--- src/rtl/irqc_pkg.sv ---
// Package: shared constants for the interrupt flag controller.
// Assumes: every event source owns one flag bit, and the sources are
// numbered from bit 0 upward.
package irqc_pkg;

    // Number of event sources handled by the controller.
    localparam int unsigned SRC_COUNT = 5;

    // Bit position of each source inside the flag and mask registers.
    typedef enum int unsigned {
        SRC_TMR_A  = 0,
        SRC_TMR_B  = 1,
        SRC_ALARM  = 2,
        SRC_SERIAL = 3,
        SRC_EXT    = 4
    } src_idx_e;

endpackage

--- src/rtl/irqc_mask_reg.sv ---
// Module: enable-mask register with set/clear write semantics.
// Does: on a write, set_i = 1 ORs bits_i into the mask, and set_i = 0
// removes bits_i from it. Bits that are 0 in bits_i are left alone.
// Assumes: wr_i lasts one cycle per access. mask_next_o is the value the
// mask takes at the coming edge, for use by the request logic.
module irqc_mask_reg #(
    parameter int unsigned NSRC = 5
) (
    input  logic            clk,
    input  logic            rst_n,
    input  logic            wr_i,
    input  logic            set_i,
    input  logic [NSRC-1:0] bits_i,
    output logic [NSRC-1:0] mask_o,
    output logic [NSRC-1:0] mask_next_o
);

    logic [NSRC-1:0] mask_q;

    // Next mask value after a set write, a clear write, or no write.
    always_comb begin
        mask_next_o = mask_q;
        if (wr_i) begin
            if (set_i) mask_next_o = mask_q | bits_i;
            else       mask_next_o = mask_q & ~bits_i;
        end
    end

    // Mask storage with synchronous reset.
    always_ff @(posedge clk) begin
        if (!rst_n) mask_q <= '0;
        else        mask_q <= mask_next_o;
    end

    assign mask_o = mask_q;

    // A set write leaves every selected bit at 1.
    p_mask_set_r2: assert property (@(posedge clk) disable iff (!rst_n)
        (wr_i && set_i) |=> ((mask_o & $past(bits_i)) == $past(bits_i)));

    // A clear write leaves every selected bit at 0.
    p_mask_clr_r3: assert property (@(posedge clk) disable iff (!rst_n)
        (wr_i && !set_i) |=> ((mask_o & $past(bits_i)) == '0));

    // Without a write the mask holds its value.
    p_mask_hold_r2: assert property (@(posedge clk) disable iff (!rst_n)
        !wr_i |=> $stable(mask_o));

endmodule

--- src/rtl/irqc_flag_bank.sv ---
// Module: bank of sticky event flags with a clear-on-read.
// Does: each flag is set by its event pulse and stays set until a read.
// A read clears the bank at the edge that ends it, but an event pulse in
// that same cycle still sets its flag.
// Assumes: events are single-cycle pulses, and rd_i lasts one cycle.
module irqc_flag_bank #(
    parameter int unsigned NSRC = 5
) (
    input  logic            clk,
    input  logic            rst_n,
    input  logic            rd_i,
    input  logic [NSRC-1:0] evt_i,
    output logic [NSRC-1:0] flags_o,
    output logic [NSRC-1:0] flags_next_o
);

    logic [NSRC-1:0] flag_q;

    for (genvar i = 0; i < NSRC; i++) begin : g_cell
        // Next value of one flag: the event wins over the read clear.
        assign flags_next_o[i] = evt_i[i] | (flag_q[i] & ~rd_i);

        // One sticky flag bit with synchronous reset.
        always_ff @(posedge clk) begin
            if (!rst_n) flag_q[i] <= 1'b0;
            else        flag_q[i] <= flags_next_o[i];
        end
    end

    assign flags_o = flag_q;

    // Latched flags survive every cycle without a read.
    p_flag_sticky_r10: assert property (@(posedge clk) disable iff (!rst_n)
        !rd_i |=> ((flags_o & $past(flags_o)) == $past(flags_o)));

    // After a read only the events of the read cycle remain.
    p_read_keep_r8: assert property (@(posedge clk) disable iff (!rst_n)
        rd_i |=> (flags_o == $past(evt_i)));

    // A read with no coincident event empties the bank.
    p_read_clear_r7: assert property (@(posedge clk) disable iff (!rst_n)
        (rd_i && evt_i == '0) |=> (flags_o == '0));

endmodule

--- src/rtl/irqc_req_gen.sv ---
// Module: registered interrupt request generator.
// Does: raises the request when any next-state flag meets its next-state
// enable bit. The request is sticky until a read. A read restarts the
// request from the events that arrive in the read cycle.
// Assumes: flags_next_i and mask_next_i are the values the flag bank and
// the mask take at the coming edge.
module irqc_req_gen #(
    parameter int unsigned NSRC = 5
) (
    input  logic            clk,
    input  logic            rst_n,
    input  logic            rd_i,
    input  logic [NSRC-1:0] flags_next_i,
    input  logic [NSRC-1:0] mask_next_i,
    input  logic [NSRC-1:0] flags_i,
    input  logic [NSRC-1:0] mask_i,
    output logic            req_o
);

    logic req_q;
    logic hit_next;

    // Any enabled flag pending after the coming edge.
    assign hit_next = |(flags_next_i & mask_next_i);

    // Sticky request: a read drops it unless an enabled event arrives.
    always_ff @(posedge clk) begin
        if (!rst_n)    req_q <= 1'b0;
        else if (rd_i) req_q <= hit_next;
        else           req_q <= req_q | hit_next;
    end

    assign req_o = req_q;

    // An enabled pending flag always shows as an active request.
    p_req_pending_r5: assert property (@(posedge clk) disable iff (!rst_n)
        (|(flags_i & mask_i)) |-> req_o);

    // An active request is held until a read.
    p_req_hold_r6: assert property (@(posedge clk) disable iff (!rst_n)
        (req_o && !rd_i) |=> req_o);

    // Reset leaves the request low.
    p_req_reset_r9: assert property (@(posedge clk)
        !rst_n |=> !req_o);

endmodule

--- src/rtl/evt_irq_ctrl.sv ---
// Module: top of the maskable interrupt flag controller.
// Does: decodes the single register slot into a mask write or a flag read,
// and joins the flag bank, the mask and the request generator. Read data
// shows the flags in the low bits and the request in the top bit.
// Assumes: sel_i is a one-cycle strobe per access. Write data bit DATA_W-1
// picks set (1) or clear (0) for the mask.
module evt_irq_ctrl #(
    parameter int unsigned DATA_W = 8,
    parameter int unsigned NSRC   = irqc_pkg::SRC_COUNT
) (
    input  logic              clk,
    input  logic              rst_n,
    input  logic              sel_i,
    input  logic              we_i,
    input  logic [DATA_W-1:0] wdata_i,
    input  logic [NSRC-1:0]   evt_i,
    output logic [DATA_W-1:0] rdata_o,
    output logic              irq_o
);

    localparam int unsigned SUM_POS = DATA_W - 1;

    logic            wr_stb;
    logic            rd_stb;
    logic [NSRC-1:0] mask_q;
    logic [NSRC-1:0] mask_nx;
    logic [NSRC-1:0] flag_q;
    logic [NSRC-1:0] flag_nx;
    logic            req_q;

    // Split the slot strobe into write and read accesses.
    assign wr_stb = sel_i & we_i;
    assign rd_stb = sel_i & ~we_i;

    irqc_mask_reg #(.NSRC(NSRC)) u_mask (
        .clk         (clk),
        .rst_n       (rst_n),
        .wr_i        (wr_stb),
        .set_i       (wdata_i[SUM_POS]),
        .bits_i      (wdata_i[NSRC-1:0]),
        .mask_o      (mask_q),
        .mask_next_o (mask_nx)
    );

    irqc_flag_bank #(.NSRC(NSRC)) u_flags (
        .clk          (clk),
        .rst_n        (rst_n),
        .rd_i         (rd_stb),
        .evt_i        (evt_i),
        .flags_o      (flag_q),
        .flags_next_o (flag_nx)
    );

    irqc_req_gen #(.NSRC(NSRC)) u_req (
        .clk          (clk),
        .rst_n        (rst_n),
        .rd_i         (rd_stb),
        .flags_next_i (flag_nx),
        .mask_next_i  (mask_nx),
        .flags_i      (flag_q),
        .mask_i       (mask_q),
        .req_o        (req_q)
    );

    // Build the read word: flags low, summary high, unused bits zero.
    always_comb begin
        rdata_o              = '0;
        rdata_o[NSRC-1:0]    = flag_q;
        rdata_o[SUM_POS]     = req_q;
    end

    assign irq_o = req_q;

    // An enabled flag latched by an event shows as a request on the port.
    p_evt_raises_r5: assert property (@(posedge clk) disable iff (!rst_n)
        (|(evt_i & mask_nx)) |=> irq_o);

endmodule

--- config.mk ---
export PLATFORM = sky130hd
export DESIGN_NAME = evt_irq_ctrl
export DESIGN_NICKNAME = d
export VERILOG_FILES = /design/src/rtl/irqc_pkg.sv /design/src/rtl/irqc_mask_reg.sv /design/src/rtl/irqc_flag_bank.sv /design/src/rtl/irqc_req_gen.sv /design/src/rtl/evt_irq_ctrl.sv
export SDC_FILE = /design/constraint.sdc
export NUM_CORES = 1
export LEC_CHECK = 0
export BUFFER_PORTS_ARGS = -buffer_cell sky130_fd_sc_hd__buf_2
export CORE_AREA = 4 4 41 43
export CTS_CLUSTER_DIAMETER = 120
export DETAILED_ROUTE_END_ITERATION = 10
export DIE_AREA = 0 0 45 47
export GPL_ROUTABILITY_DRIVEN = 0
export GPL_TIMING_DRIVEN = 0
export PLACE_DENSITY = 0.76
export SYNTH_ARGS = -nofsm -noshare
export SYNTH_HDL_FRONTEND = slang
export SYNTH_HIERARCHICAL = 1
export SYNTH_SLANG_ARGS = --single-unit
export TNS_END_PERCENT = 20
--- constraint.sdc ---
create_clock -name clk -period 1.7 [get_ports clk]
set_input_delay 0.34 -clock clk [delete_from_list [all_inputs] [get_ports clk]]
set_output_delay 0.34 -clock clk [all_outputs]
set_load 0.005 [all_outputs]
==> results.json, run 1 <==
{
  "pwr-share-clk": 0.316,
  "setup_viol": 0,
  "path_clk_slew_ns": 0.07,
  "cts.sinks": 11,
  "min_path_cells": 2,
  "avgSynthCellArea_um2": 9.42,
  "whs_endpoint": "u_flags/flags_o[4]",
  "h-tree-depth": 1,
  "grt_overflow_total": 0,
  "timing.rr.end": "u_req/req_o",
  "start_util": 0.427,
  "tns_ns": 0,
  "synthDistinctLibCells": 15,
  "vdd_drop_max_mv": 0.412,
  "cts_buffer_depth": 2,
  "synth_xor_area_frac": 0,
  "layout_commonest_cell": "buf_2",
  "grt_pass1_wl_um": 1790,
  "netlist_instances": 59,
  "arrival_ns": 1.41,
  "core-area_um2": 1300,
  "swShare": 0.245,
  "r2r_setup_slack_ns": 0.63,
  "worstPathMaxFanout": 5,
  "ys_ff_latch": 11,
  "hp-start": "evt_i[4]",
  "ctsRootBufferMaster": "clkbuf_4",
  "synth_top_cell_by_area": "dfxtp_1",
  "yosys.area_share.simple": 0.248,
  "drtAntennaViolNets": 0,
  "whs_ns": 0.294,
  "max-cap-violations": 0,
  "cts_tree": "yes",
  "die_h_um": 47,
  "synth_mux_area_frac": 0.191,
  "antenna_found_initial": 0,
  "register_area_um2": 220,
  "drc": 0,
  "avgRoutedWirePerCell_um": 11.0,
  "switchingPower_mw": 0.136,
  "synth_area_um2": 556,
  "vias_per_cell": 4.55,
  "power-per-cell-area_nw_per_um2": 784,
  "crit_path_start_kind": "input pin",
  "grt_max_degree": 13,
  "drt_iter0_drc": 4,
  "rows": 13,
  "die_w_um": 45,
  "numCtsBuffers": 3,
  "synth_area_leaders": "dfxtp_1, mux2_1, mux2i_1, nand2_1, o21a_1",
  "design_area_um2": 709,
  "cp.required_ns": 1.84,
  "area_growth_pct": 27.7,
  "end_kind": "flip-flop",
  "reg2reg_from": "u_flags/flags_o[0]",
  "rsz0062_at_grt": "false",
  "synth-adder-area-share": 0,
  "die_area_um2": 2120,
  "finalClockSkew_ns": 0.00110,
  "finalCriticalPeriod_ns": 1.27,
  "insertedDiodeCount": 0,
  "wirelength_um": 1100,
  "synth_warnings": 6,
  "synth_compound_area_frac": 0.110,
  "globalRouteTotalUtil": 0.120,
  "hold_viol_final": 0,
  "nets": 103,
  "final_layout_size_suffix_gt1_frac": 0.353,
  "mostFrequentLayoutCells": "buf_2, nand2_1, dfxtp_1",
  "fin_crit_sh": 0.749,
  "io_buffers": 21,
  "place_area_um2": 683,
  "post_cts_buffers": 0,
  "fmax_mhz": 785,
  "power.internal_mw": 0.420,
  "grt_pass1_vias": 429,
  "synth_top_cell_area_share": 0.396,
  "drv_slew": 0,
  "nFillCells": 130,
  "p_comb_frac": 0.177,
  "seq_power_share": 0.507,
  "synth_seq_area_share": 0.396,
  "crit_type": "in2reg",
  "cts_hold_buf": 0,
  "outcome": "finished clean",
  "reg2reg_depth": 4,
  "io_pins": 26,
  "num_vias": 455,
  "ctsResizeCount": 0,
  "multi_input_area_um2": 313,
  "hp-class": "in2reg",
  "synth_top_family_by_area": "simple AND/OR/NAND/NOR gates",
  "clock_latency_ns": 0.26,
  "power.leakage_nw": 0.365,
  "drtPass1Iterations": 4
}
## through the flow
| step | worst slack (ns) | total power, mW | instances | util |
|---|---|---|---|---|
| 3_3_place_gp | 0.161 | 0.384 | 96 | 0.525 |
| 6_report | 0.426 | 0.556 | 100 | 0.545 |
| 5_1_grt | 0.340 | 0.593 | 100 | 0.545 |
| 3_5_place_dp | 0.142 | 0.387 | 96 | 0.525 |
| 4_1_cts | 0.434 | 0.568 | 100 | 0.545 |
| 2_1_floorplan | 0.336 | 0.344 | 60 | - |
## synth_stat cells
| library cell | instances |
|---|---|
| nand2_1 | 12 |
| dfxtp_1 | 11 |
| mux2_1 | 5 |
| mux2i_1 | 5 |
| nor2b_1 | 5 |
| o21a_1 | 5 |
| or2_1 | 5 |
| buf_4 | 3 |
| a22oi_1 | 2 |
| a41oi_1 | 1 |
| and2_2 | 1 |
| and2b_2 | 1 |
| conb_1 | 1 |
| inv_1 | 1 |
| nand2b_4 | 1 |
## sequential cells by signal, indices dropped and copies added, names as in the netlist
signal           flops
u_req/req_o          1
u_flags/flags_o      5
u_mask/mask_o        5
## final cells by class
cell class | count | share of cell area
Clock buffer | 4 | 0.0370
Tap cell | 15 | 0.0265
Inverter | 1 | 0.00529
Sequential cell | 11 | 0.310
Buffer | 3 | 0.0317
Timing Repair Buffer | 21 | 0.148
Multi-Input combinational cell | 45 | 0.441
## power groups by stage
stage | sequential (mW) | clock (mW) | combinational, mW
after detailed placement | 0.288 | 0 | 0.0993
after global routing | 0.284 | 0.198 | 0.111
final | 0.282 | 0.176 | 0.0983
after CTS | 0.282 | 0.186 | 0.0997
after floorplan | 0.289 | 0 | 0.0551
after global placement | 0.287 | 0 | 0.0966
## kinds of logic after synthesis
kind of cell | after synthesis
other cells | 1
buf+inv | 4
flops | 11
mux | 10
simple gates | 25
compound gates | 8
## how the worst max path moves through the flow
stage | endpoint | from | slack [ns]
after floorplan | u_req/req_o | sel_i | 0.34
after global routing | u_req/req_o | sel_i | 0.34
after global placement | u_req/req_o | sel_i | 0.16
after CTS | u_req/req_o | sel_i | 0.43
final | u_req/req_o | sel_i | 0.43
after detailed placement | u_req/req_o | sel_i | 0.14
## routing by layer
metal,vias to the layer above,wire length [um],GRT usage
met1,191,524,0.145
li1,248,-,-
met3,2,79,0.0498
met2,14,487,0.186
met4,0,8,0.0526
met5,-,0,0
## critical path, cell delays in order
cell and delay (ns):
buf_2 0.10, and2_2 0.22, nand2_1 0.11, mux2_1 0.34, a22oi_1 0.17, a41oi_1 0.13
Note: power is estimated with default switching activity, not from simulation.
==> run 2: changes to the inputs <==
--- a/config.mk
+++ b/config.mk
@@ -6,13 +6,13 @@
 export NUM_CORES = 1
 export LEC_CHECK = 0
 export BUFFER_PORTS_ARGS = -buffer_cell sky130_fd_sc_hd__buf_2
-export CORE_AREA = 4 4 41 43
+export CORE_MARGIN = 4
+export CORE_UTILIZATION = 39
 export CTS_CLUSTER_DIAMETER = 120
 export DETAILED_ROUTE_END_ITERATION = 10
-export DIE_AREA = 0 0 45 47
 export GPL_ROUTABILITY_DRIVEN = 0
 export GPL_TIMING_DRIVEN = 0
-export PLACE_DENSITY = 0.76
+export PLACE_DENSITY = 0.75
 export SYNTH_ARGS = -nofsm -noshare
 export SYNTH_HDL_FRONTEND = slang
 export SYNTH_HIERARCHICAL = 1
==> constraint.sdc (replaced) <==
create_clock -name clk -period 1.09 [get_ports clk]
set_input_delay 0.218 -clock clk [delete_from_list [all_inputs] [get_ports clk]]
set_output_delay 0.218 -clock clk [all_outputs]
set_load 0.005 [all_outputs]
==> results.json, run 2 (same netlist as run 1, synthesis figures left out) <==
{
  "outcome": "finished clean",
  "cts.sinks": 11,
  "start_util": 0.422,
  "ctsRootBufferMaster": "clkbuf_4",
  "reg2reg_depth": 4,
  "finalClockSkew_ns": 0.00540,
  "fin_util": 0.567,
  "area_growth_pct": 34.5,
  "drtAntennaViolNets": 0,
  "r2r_setup_slack_ns": 0.02,
  "dp_slack_ns": -0.279,
  "crit_path_start_kind": "flip-flop",
  "nets": 103,
  "arrival_ns": 0.85,
  "num_vias": 478,
  "wirelength_um": 1110,
  "fin_cells": 100,
  "crit_type": "reg2out",
  "vdd_drop_max_mv": 0.712,
  "cp.required_ns": 0.87,
  "power-per-cell-area_nw_per_um2": 1190,
  "rsz0062_at_grt": "true",
  "min_path_cells": 2,
  "timing.rr.end": "u_req/req_o",
  "whs_endpoint": "u_flags/flags_o[4]",
  "power.internal_mw": 0.660,
  "clock_latency_ns": 0.27,
  "whs_ns": 0.160,
  "hold_viol_final": 0,
  "rows": 13,
  "core-area_um2": 1320,
  "cts_tree": "yes",
  "nFillCells": 134,
  "dp.cells": 96,
  "hp-class": "in2reg",
  "mostFrequentLayoutCells": "buf_2, dfxtp_1, nand2_1",
  "setup_viol": 0,
  "fin_crit_sh": 0.983,
  "grt_max_degree": 13,
  "finalCriticalPeriod_ns": 1.07,
  "grt_pass1_wl_um": 1890,
  "drv_slew": 0,
  "h-tree-depth": 1,
  "tns_ns": 0,
  "final_layout_size_suffix_gt1_frac": 0.459,
  "cts_hold_buf": 0,
  "insertedDiodeCount": 0,
  "worst_slack_ns": 0.0181,
  "grt_overflow_total": 0,
  "io_buffers": 21,
  "power.leakage_nw": 0.382,
  "cts_buffer_depth": 2,
  "hp-start": "evt_i[4]",
  "antenna_found_initial": 0,
  "vias_per_cell": 4.78,
  "globalRouteTotalUtil": 0.132,
  "die_area_um2": 2090,
  "die_h_um": 45.7,
  "p_comb_frac": 0.194,
  "end_kind": "output port",
  "die_w_um": 45.7,
  "reg2reg_from": "u_flags/flags_o[0]",
  "numCtsBuffers": 3,
  "io_pins": 26,
  "pwr-share-clk": 0.311,
  "drt_iter0_drc": 3,
  "swShare": 0.258,
  "fmax_mhz": 933,
  "grt_pass1_vias": 457,
  "switchingPower_mw": 0.229,
  "avgRoutedWirePerCell_um": 11.1,
  "drtPass1Iterations": 2,
  "max-cap-violations": 0,
  "path_clk_slew_ns": 0.07,
  "seq_power_share": 0.495,
  "drc": 0,
  "worstPathMaxFanout": 3,
  "layout_commonest_cell": "buf_2"
}
## run 2: power groups by stage
| stage | Sequential [mW] | Combinational, mW | Clock [mW] |
|---|---|---|---|
| floorplan | 0.450 | 0.0922 | 0 |
| global placement | 0.448 | 0.161 | 0 |
| detailed placement | 0.449 | 0.166 | 0 |
| CTS | 0.441 | 0.166 | 0.295 |
| global route | 0.443 | 0.195 | 0.315 |
| finish | 0.440 | 0.172 | 0.277 |
## run 2: area by class of cell
class	count	area, um^2	share of cell area
inverter	1	3.75	0.00503
timing repair buffer	21	105	0.141
tap	15	18.8	0.0251
clock inverter	1	5.00	0.00670
sequential	11	221	0.296
buffer	3	22.5	0.0302
clock buffer	3	22.5	0.0302
multi-input combinational	45	348	0.466
## run 2: per-stage QoR
stage | total power [mW] | cell area (um^2)
after detailed placement | 0.614 | 701
after floorplan | 0.542 | 577
after global placement | 0.609 | 701
after global routing | 0.954 | 747
after CTS | 0.901 | 729
final | 0.889 | 747
## run 2: timing repair
item                       4_1_cts  5_1_grt
pin swaps                        0        0
resized for setup                1        3
setup buffers                    0        0
setup endpoints to repair        2        2
## run 2: worst max-delay path by stage
| stage | slack [ns] | start | to | cells past startpoint |
|---|---|---|---|---|
| after global placement | -0.24 | sel_i | u_req/req_o | 6 |
| after floorplan | -0.06 | sel_i | u_req/req_o | 5 |
| final | 0.02 | u_req/req_o | rdata_o[7] | 2 |
| after detailed placement | -0.28 | sel_i | u_req/req_o | 6 |
| after global routing | -0.05 | u_flags/flags_o[0] | u_req/req_o | 4 |
| after CTS | -0.003 | u_flags/flags_o[2] | u_req/req_o | 4 |
## run 2: per-layer routing
layer,up-vias,track usage,part of all wire
met3,2,0.0830,0.087
met5,-,0,0
met1,214,0.154,0.45
met2,16,0.192,0.45
met4,0,0.0511,0.0090
li1,246,-,-
## run 2: worst max-delay path, stage by stage, from the launching register on
cell	delay (ns)
dfxtp_2	0.34
buf_4	0.12
buf_2	0.11
